===== src/rtl/tcap_pkg.sv =====
package tcap_pkg;
   localparam int TMR_W_DEF = 16;
   localparam int MODE_W    = 4;

   typedef enum logic [MODE_W-1:0] {
      CM_OFF    = 4'b0000,
      CM_FALL   = 4'b0100,
      CM_RISE   = 4'b0101,
      CM_DIVMID = 4'b0110,
      CM_DIVHI  = 4'b0111
   } cap_mode_e;

   function automatic logic mode_is_capture(logic [MODE_W-1:0] m);
      return m[3:2] == 2'b01;
   endfunction

   function automatic logic is_pow2(int v);
      return (v > 0) && ((v & (v - 1)) == 0);
   endfunction
endpackage


===== src/rtl/tcap_edge.sv =====
module tcap_edge #(
   parameter int SYNC_STAGES = 2
) (
   input  logic clk,
   input  logic rst_n,
   input  logic pin_async,
   output logic rise,
   output logic fall
);
   if (SYNC_STAGES < 2) begin : g_bad_sync
      $error("tcap_edge: SYNC_STAGES must be at least 2");
   end

   logic [SYNC_STAGES-1:0] sync_q;
   logic                   last_q;

   for (genvar i = 0; i < SYNC_STAGES; i++) begin : g_sync
      if (i == 0) begin : g_first
         always_ff @(posedge clk) begin
            if (!rst_n) sync_q[0] <= 1'b0;
            else        sync_q[0] <= pin_async;
         end
      end else begin : g_next
         always_ff @(posedge clk) begin
            if (!rst_n) sync_q[i] <= 1'b0;
            else        sync_q[i] <= sync_q[i-1];
         end
      end
   end

   always_ff @(posedge clk) begin
      if (!rst_n) last_q <= 1'b0;
      else        last_q <= sync_q[SYNC_STAGES-1];
   end

   assign rise = sync_q[SYNC_STAGES-1] & ~last_q;
   assign fall = ~sync_q[SYNC_STAGES-1] & last_q;

   AST_EDGE_EXCLUSIVE: assert property (@(posedge clk) disable iff (!rst_n)
      !(rise && fall));
   AST_RISE_SINGLE: assert property (@(posedge clk) disable iff (!rst_n)
      rise |=> !rise);
   AST_FALL_SINGLE: assert property (@(posedge clk) disable iff (!rst_n)
      fall |=> !fall);
endmodule


===== src/rtl/tcap_prescale.sv =====
module tcap_prescale
   import tcap_pkg::*;
#(
   parameter int DIV_MID = 4,
   parameter int DIV_HI  = 16
) (
   input  logic              clk,
   input  logic              rst_n,
   input  logic [MODE_W-1:0] mode,
   input  logic              rise,
   input  logic              fall,
   output logic              qual
);
   localparam int CNT_W = $clog2(DIV_HI);
   localparam int MID_W = $clog2(DIV_MID);

   if (!is_pow2(DIV_MID) || DIV_MID < 2) begin : g_bad_mid
      $error("tcap_prescale: DIV_MID must be a power of two of at least 2");
   end
   if (!is_pow2(DIV_HI) || DIV_HI <= DIV_MID) begin : g_bad_hi
      $error("tcap_prescale: DIV_HI must be a power of two above DIV_MID");
   end

   logic [CNT_W-1:0] cnt_q;
   logic             cap_on;
   logic             sel_edge;
   logic             mid_hit;
   logic             hi_hit;

   assign cap_on   = mode_is_capture(mode);
   assign sel_edge = (mode == CM_FALL) ? fall : rise;
   assign mid_hit  = (cnt_q[MID_W-1:0] == {MID_W{1'b1}});
   assign hi_hit   = (cnt_q == {CNT_W{1'b1}});

   always_ff @(posedge clk) begin
      if (!rst_n || !cap_on) cnt_q <= '0;
      else if (sel_edge)     cnt_q <= cnt_q + 1'b1;
   end

   always_comb begin
      qual = 1'b0;
      if (cap_on && sel_edge) begin
         unique case (mode)
            CM_FALL, CM_RISE: qual = 1'b1;
            CM_DIVMID:        qual = mid_hit;
            CM_DIVHI:         qual = hi_hit;
            default:          qual = 1'b0;
         endcase
      end
   end

   AST_PSC_CLEARED: assert property (@(posedge clk) disable iff (!rst_n)
      !cap_on |=> (cnt_q == '0));
   AST_PSC_KEPT: assert property (@(posedge clk) disable iff (!rst_n)
      (cap_on && !sel_edge && mode_is_capture($past(mode))) |=> $stable(cnt_q));
   AST_NO_QUAL_OFF: assert property (@(posedge clk) disable iff (!rst_n)
      !cap_on |-> !qual);
endmodule


===== src/rtl/tcap_hold.sv =====
module tcap_hold #(
   parameter int TMR_W = 16
) (
   input  logic             clk,
   input  logic             rst_n,
   input  logic             qual,
   input  logic [TMR_W-1:0] timer_val,
   input  logic             flag_clr,
   output logic [TMR_W-1:0] hold_val,
   output logic             irq_flag
);
   if (TMR_W < 2) begin : g_bad_w
      $error("tcap_hold: TMR_W must be at least 2");
   end

   logic evt_q;

   always_ff @(posedge clk) begin
      if (!rst_n) evt_q <= 1'b0;
      else        evt_q <= qual;
   end

   always_ff @(posedge clk) begin
      if (!rst_n)     hold_val <= '0;
      else if (evt_q) hold_val <= timer_val;
   end

   always_ff @(posedge clk) begin
      if (!rst_n)        irq_flag <= 1'b0;
      else if (evt_q)    irq_flag <= 1'b1;
      else if (flag_clr) irq_flag <= 1'b0;
   end

   AST_FLAG_ON_CAPTURE: assert property (@(posedge clk) disable iff (!rst_n)
      evt_q |=> irq_flag);
   AST_HOLD_LOADS: assert property (@(posedge clk) disable iff (!rst_n)
      evt_q |=> (hold_val == $past(timer_val)));
   AST_HOLD_STILL: assert property (@(posedge clk) disable iff (!rst_n)
      !evt_q |=> $stable(hold_val));
   AST_FLAG_STICKY: assert property (@(posedge clk) disable iff (!rst_n)
      (irq_flag && !flag_clr) |=> irq_flag);
   AST_FLAG_CLEARS: assert property (@(posedge clk) disable iff (!rst_n)
      (flag_clr && !evt_q) |=> !irq_flag);
endmodule


===== src/rtl/tcap_top.sv =====
module tcap_top
   import tcap_pkg::*;
#(
   parameter int TMR_W       = TMR_W_DEF,
   parameter int SYNC_STAGES = 2,
   parameter int DIV_MID     = 4,
   parameter int DIV_HI      = 16
) (
   input  logic              clk,
   input  logic              rst_n,
   input  logic              pin_async,
   input  logic [TMR_W-1:0]  timer_val,
   input  logic [MODE_W-1:0] mode,
   input  logic              flag_clr,
   output logic [TMR_W-1:0]  hold_val,
   output logic              irq_flag
);
   logic rise;
   logic fall;
   logic qual;

   tcap_edge #(.SYNC_STAGES(SYNC_STAGES)) u_edge (
      .clk       (clk),
      .rst_n     (rst_n),
      .pin_async (pin_async),
      .rise      (rise),
      .fall      (fall)
   );

   tcap_prescale #(.DIV_MID(DIV_MID), .DIV_HI(DIV_HI)) u_psc (
      .clk   (clk),
      .rst_n (rst_n),
      .mode  (mode),
      .rise  (rise),
      .fall  (fall),
      .qual  (qual)
   );

   tcap_hold #(.TMR_W(TMR_W)) u_hold (
      .clk       (clk),
      .rst_n     (rst_n),
      .qual      (qual),
      .timer_val (timer_val),
      .flag_clr  (flag_clr),
      .hold_val  (hold_val),
      .irq_flag  (irq_flag)
   );

   AST_FLAG_NEEDS_EVENT: assert property (@(posedge clk) disable iff (!rst_n)
      $rose(irq_flag) |-> $past(mode_is_capture(mode), 2));
endmodule


===== config.mk =====
export PLATFORM = sky130hd
export DESIGN_NAME = tcap_top
export DESIGN_NICKNAME = d
export VERILOG_FILES = /design/src/rtl/tcap_pkg.sv /design/src/rtl/tcap_edge.sv /design/src/rtl/tcap_prescale.sv /design/src/rtl/tcap_hold.sv /design/src/rtl/tcap_top.sv
export SDC_FILE = /design/constraint.sdc
export NUM_CORES = 1
export LEC_CHECK = 0
export BUFFER_PORTS_ARGS = -buffer_cell sky130_fd_sc_hd__buf_4
export CAP_MARGIN = 20
export CORE_MARGIN = 2
export CORE_UTILIZATION = 35
export CTS_CLUSTER_DIAMETER = 100
export CTS_CLUSTER_SIZE = 28
export DETAILED_ROUTE_END_ITERATION = 10
export SLEW_MARGIN = 20
export SYNTH_ARGS = -nofsm -noshare
export SYNTH_HDL_FRONTEND = slang
export SYNTH_SLANG_ARGS = --single-unit

===== constraint.sdc =====
create_clock -name clk -period 3.9 [get_ports clk]
set_clock_uncertainty 0.2 [all_clocks]
set_input_delay 0.39 -clock clk [delete_from_list [all_inputs] [get_ports clk]]
set_output_delay 0.39 -clock clk [all_outputs]
set_load 0.05 [all_outputs]

==> flow_summary.ini, run 1 <==
[status]
status = completed

[synth]
yosys.area.top_type = dfxtp_1
synth_top_area_share = 0.519
async_flop_share = 0
synth.distinct_cells = 19
synthTopCellsByArea = dfxtp_1 52%, mux2i_1 19%, nor2b_1 12%, nor4b_4 2.5%, and2_1 1.9%
synth-seq-cells = 25
synth_top_cells_by_count = 25 x dfxtp_1, 19 x nor2b_1, 18 x mux2i_1
avgSynthCellArea_um2 = 10.9
ys_seq_area_frac = 0.519
ys_dominant_reg_cell = dfxtp_1
syn_area_um2 = 963
syn_nets = 113
syn-instance-count = 88
synth_most_common_cell = dfxtp_1
synth_warnings = 0
synth_edf_count = 0

[cells_and_area]
area_growth_pct = 36.1
drive_above_1_share = 0.344
fin_nets = 154
final_cells = 159
multi_input_area_um2 = 442
fin_area_mm2 = 0.00131
post-route-util = 0.488
fill_cells = 270
n_antenna_cell = 0
seq_area_um2 = 500

[power_and_ir_drop]
pwr-share-seq = 0.644
p_leak_nw = 0.520
powerDensity_mw_per_mm2 = 306
peakVddDrop_uv = 321
p_comb_frac = 0.084
p_sw_mw = 0.0827
switching_share = 0.206
clock_power_share = 0.272
p_int_mw = 0.319

[routing]
vias = 729
drtAntennaViolNets = 0
drtPass1Iterations = 2
routed_wl_um = 1730
vias_per_cell = 4.58
drc = 0
drt-wirelength-per-cell_um = 10.9
drt-initial-drc-count = 8

[clock_network]
clkTransAtPathRegs_ps = 120
ctsHoldBuffers = 0
clock_sinks = 25
cts_resized = 0
clk_latency_ps = 300
clk_path_buf_depth = 2
cts_htree_levels = 1
cts_root_buffer = clkbuf_4
cts_setup_buffers = 0
numCtsBuffers = 3
cts_tree = yes

[floorplan]
die_y_um = 56.5
die_area_mm2 = 0.00319
die_w_um = 56.5
pin_count = 41
start_util = 0.359
row_count = 19
fp.coreArea_mm2 = 0.00269

[sta]
hold_violations = 0
max_freq_mhz = 625
fin_crit_ps = 1600
setup_viol = 0
rsz0062_at_grt = false
period_share = 0.410
tightest_slew_ps = 919
slew_headroom = 0.386
fin_tns_setup_ps = 0
slew_violations = 0

[place]
port_buffers = 40
place_hpwl_um = 1290
dp_cells = 155
placed_area_mm2 = 0.00128
gp_congestion = 0.691

[setup_path]
crit_path_end_kind = flop
critPathBufInv = 1
setup.worst_path.class = in2reg
crit_path_start_kind = input port
cp_cell_sequence = buf_4, nor4b_4, mux2i_1, mux2i_1, nor2_1
cp.required_ps = 3910
slowest_delay_ps = 520
cpMostUsedCell = mux2i_1
slowest_stage = mux2i_1
crit_family = multiplexers
cp.arrival_ps = 1610
critPathMaxFanout = 7

[grt]
grt_max_degree = 22
grt_pass1_wl_um = 2790
antenna_found_initial = 0
overflow = 0
grt_usage = 0.110
grt_pass1_vias = 701

[flow_run]
maxCapViolCount = 0

[worst_hold_path]
min_path_type = in2reg
==> power groups by stage <==
stage               clock network [mW]  logic [mW]  registers [mW]
CTS                              0.116      0.0341           0.259
floorplan                            0      0.0105           0.266
detailed placement                   0      0.0341           0.264
global placement                     0      0.0334           0.264
global route                     0.129      0.0363           0.259
finish                           0.109      0.0336           0.259
==> flip-flops by register name, indices dropped and copies added, names as in the netlist <==
| name | cells |
|---|---|
| u_edge.last_q | 1 |
| u_edge.sync_q | 2 |
| u_hold.evt_q | 1 |
| u_hold.hold_val | 16 |
| u_hold.irq_flag | 1 |
| u_psc.cnt_q | 4 |
==> per-stage QoR <==
| stage | hold WS [ps] | power [mW] | worst slack, ps |
|---|---|---|---|
| after floorplan | 212 | 0.277 | 2230 |
| after global placement | 220 | 0.298 | 2030 |
| after detailed placement | 222 | 0.299 | 1940 |
| after CTS | 70.0 | 0.409 | 2290 |
| after global routing | 49.1 | 0.424 | 2180 |
| final | 82.3 | 0.402 | 2300 |
==> cell type report <==
type,instances,share of cell area
Sequential cell,25,0.382
Timing Repair Buffer,40,0.229
Tap cell,31,0.0296
Multi-Input combinational cell,58,0.337
Clock buffer,4,0.0200
Inverter,1,0.00286
==> placed cells by master (no fill, tap or decap), types with 2 or more instances in the layout <==
cell type   n
nand2_1     3
clkbuf_4    3
dfxtp_1    25
a21oi_1     2
buf_4      40
o21ai_0     2
and2_1      3
mux2i_1    18
or3_1       2
nor2_1      2
nor2b_1    19
==> routing by layer <==
| metal | up-vias | global-route usage | part of all wire |
|---|---|---|---|
| met5 | - | 0 | 0 |
| met4 | 0 | 0.0204 | 0.0058 |
| met3 | 2 | 0.0484 | 0.065 |
| met2 | 22 | 0.209 | 0.50 |
| met1 | 333 | 0.111 | 0.42 |
| li1 | 372 | - | - |
==> cells by family after synthesis <==
logic type,Yosys count,synth area share
adder cells (fa/ha/maj),1,0.0130
AND/OR/NAND/NOR,32,0.213
flip-flops,25,0.519
multiplexers,18,0.187
buffers and inverters,5,0.0221
XOR/XNOR,1,0.00909
AO/OA/AOI/OAI,6,0.0364
==> worst paths after layout <==
path                               startpoint                         endpoint  slack (ps)  cells past startpoint
setup reg to reg      u_hold.evt_q$_SDFF_PN0_  u_hold.hold_val[3]$_SDFFE_PN0P_        2320                      2
hold reg to reg   u_edge.sync_q[0]$_SDFF_PN0_      u_edge.sync_q[1]$_SDFF_PN0_         250                      1
setup / recovery                      mode[0]      u_psc.cnt_q[1]$_SDFFE_PP0P_        2300                      5
hold / removal                      pin_async      u_edge.sync_q[0]$_SDFF_PN0_          80                      2
No activity file was read; power rests on OpenSTA's default activity.
==> run 2: changes to the inputs <==
clock period = 1.5 ns   (was 3.9 ns; I/O delays follow)
==> run 2 against run 1 <==
  * Cell count is 15% higher
  * Flip-flop and latch count stayed put
  * Clock power grew to 2.6 times the previous value
  * Critical path depth stayed put
  * Combinational power grew to 4.0 times the previous value
  * Via count is 15% higher
  * Critical path type is now reg2reg
  * Largest power group unchanged
==> flow_summary.ini, run 2 (synthesis results as in run 1) <==
[power_and_ir_drop]
power_mw = 1.09
powerDensity_mw_per_mm2 = 702
switching_share = 0.203
pwr-share-seq = 0.618
p_int_mw = 0.866
clock_power_share = 0.257
p_leak_nw = 0.623
p_sw_mw = 0.221
p_comb_frac = 0.124
peakVddDrop_uv = 731

[clock_network]
numCtsBuffers = 3
clock_sinks = 25
clkTransAtPathRegs_ps = 120
cts_htree_levels = 1
clk_path_buf_depth = 2
cts_setup_buffers = 0
clk_latency_ps = 300
cts_root_buffer = clkbuf_4
cts_tree = yes

[routing]
drtPass1Iterations = 4
drt-initial-drc-count = 2
drt-wirelength-per-cell_um = 11.3
drc = 0
drtAntennaViolNets = 0
vias_per_cell = 4.57
vias = 837
routed_wl_um = 2070

[cells_and_area]
post-route-util = 0.577
final_cells = 183
regMostFlops = u_hold.hold_val
final_cell_mix = 43 x buf_4, 24 x dfxtp_1, 21 x dlygate4sd3_1
drive_above_1_share = 0.322
n_antenna_cell = 0
layout_commonest_cell = buf_4
area_growth_pct = 60.8
fin_nets = 178
top_regs = u_hold.hold_val (16), u_psc.cnt_q (4), u_edge.sync_q (2)
largest_register_ffs = 16

[setup_path]
cp.required_ps = 1550
crit_path_end_kind = flop
critPathMaxFanout = 7
crit_path_start_kind = flop
ff2ff_path_depth = 5
setup.worst_path.class = reg2reg
cp.arrival_ps = 1470

[sta]
slew_headroom = 0.839
rsz0062_at_grt = false
hold_violations = 0
fin_crit_ps = 1420
period_share = 0.949
tightest_slew_ps = 240
setup_viol = 0
max_freq_mhz = 702
whs_ps = 21.6
timing.final.ws_setup_ps = 75.9
slew_violations = 0

[floorplan]
start_util = 0.359
die_area_mm2 = 0.00319
pin_count = 41
die_y_um = 56.5
fp.coreArea_mm2 = 0.00269
row_count = 19
die_w_um = 56.5

[grt]
antenna_found_initial = 0
grt_max_degree = 22
grt_pass1_wl_um = 3420
overflow = 0
grt_pass1_vias = 838
grt_usage = 0.137

[place]
dp_cells = 158
port_buffers = 40
gp_congestion = 0.704
place_hpwl_um = 1420
pre_cts_slack_ps = -92.6

[status]
status = completed

[flow_run]
maxCapViolCount = 0

[worst_hold_path]
min_path_type = in2reg
holdPathStages = 3
[run 2: timing repair]
action,CTS,global route
endpoints found under the hold margin,20,0
gates resized for setup,0,2
setup endpoints to repair,0,2
hold buffers,21,0
[run 2: per-layer routing]
metal | vias up | global-route usage | part of all wire
met5 | - | 0 | 0
met4 | 0 | 0.0306 | 0.021
met3 | 6 | 0.0507 | 0.059
met2 | 28 | 0.269 | 0.54
met1 | 382 | 0.132 | 0.38
li1 | 421 | - | -
[run 2: cell type report]
type                       count  area, um^2
sequential                    25         502
multi-input combinational     58         445
tap                           31        38.8
inverter                       1        3.75
clock buffer                   4        26.3
fill                         241        1140
timing repair buffer          64         533
[run 2: worst paths after layout]
kind / endpoint / startpoint / slack (ps)
worst max-delay path: u_psc.cnt_q[3]$_SDFFE_PP0P_ / u_edge.sync_q[1]$_SDFF_PN0_ / 80
worst min-delay path: u_psc.cnt_q[2]$_SDFFE_PP0P_ / mode[2] / 20
worst max register to register: u_psc.cnt_q[3]$_SDFFE_PP0P_ / u_edge.sync_q[1]$_SDFF_PN0_ / 80
worst min register to register: u_edge.sync_q[1]$_SDFF_PN0_ / u_edge.sync_q[0]$_SDFF_PN0_ / 250
[run 2: critical path, cell delays in order, from the launching register on]
cell     delay (ps)
dfxtp_2         350
nor2b_1         120
mux2i_1          70
buf_4           160
or3_1           340
a21oi_1         130
[run 2: power groups by stage]
| stage | combinational, mW | sequential, mW | clock (mW) |
|---|---|---|---|
| final | 0.135 | 0.672 | 0.280 |
| after detailed placement | 0.0924 | 0.687 | 0 |
| after CTS | 0.136 | 0.672 | 0.295 |
| after floorplan | 0.0272 | 0.692 | 0 |
| after global routing | 0.146 | 0.673 | 0.328 |
| after global placement | 0.0902 | 0.687 | 0 |
[run 2: stage by stage]
stage          area, um^2  setup TNS [ps]
2_1_floorplan         963               0
3_3_place_gp         1310           -38.5
3_5_place_dp         1310            -189
4_1_cts              1540               0
5_1_grt              1550               0
6_report             1550               0
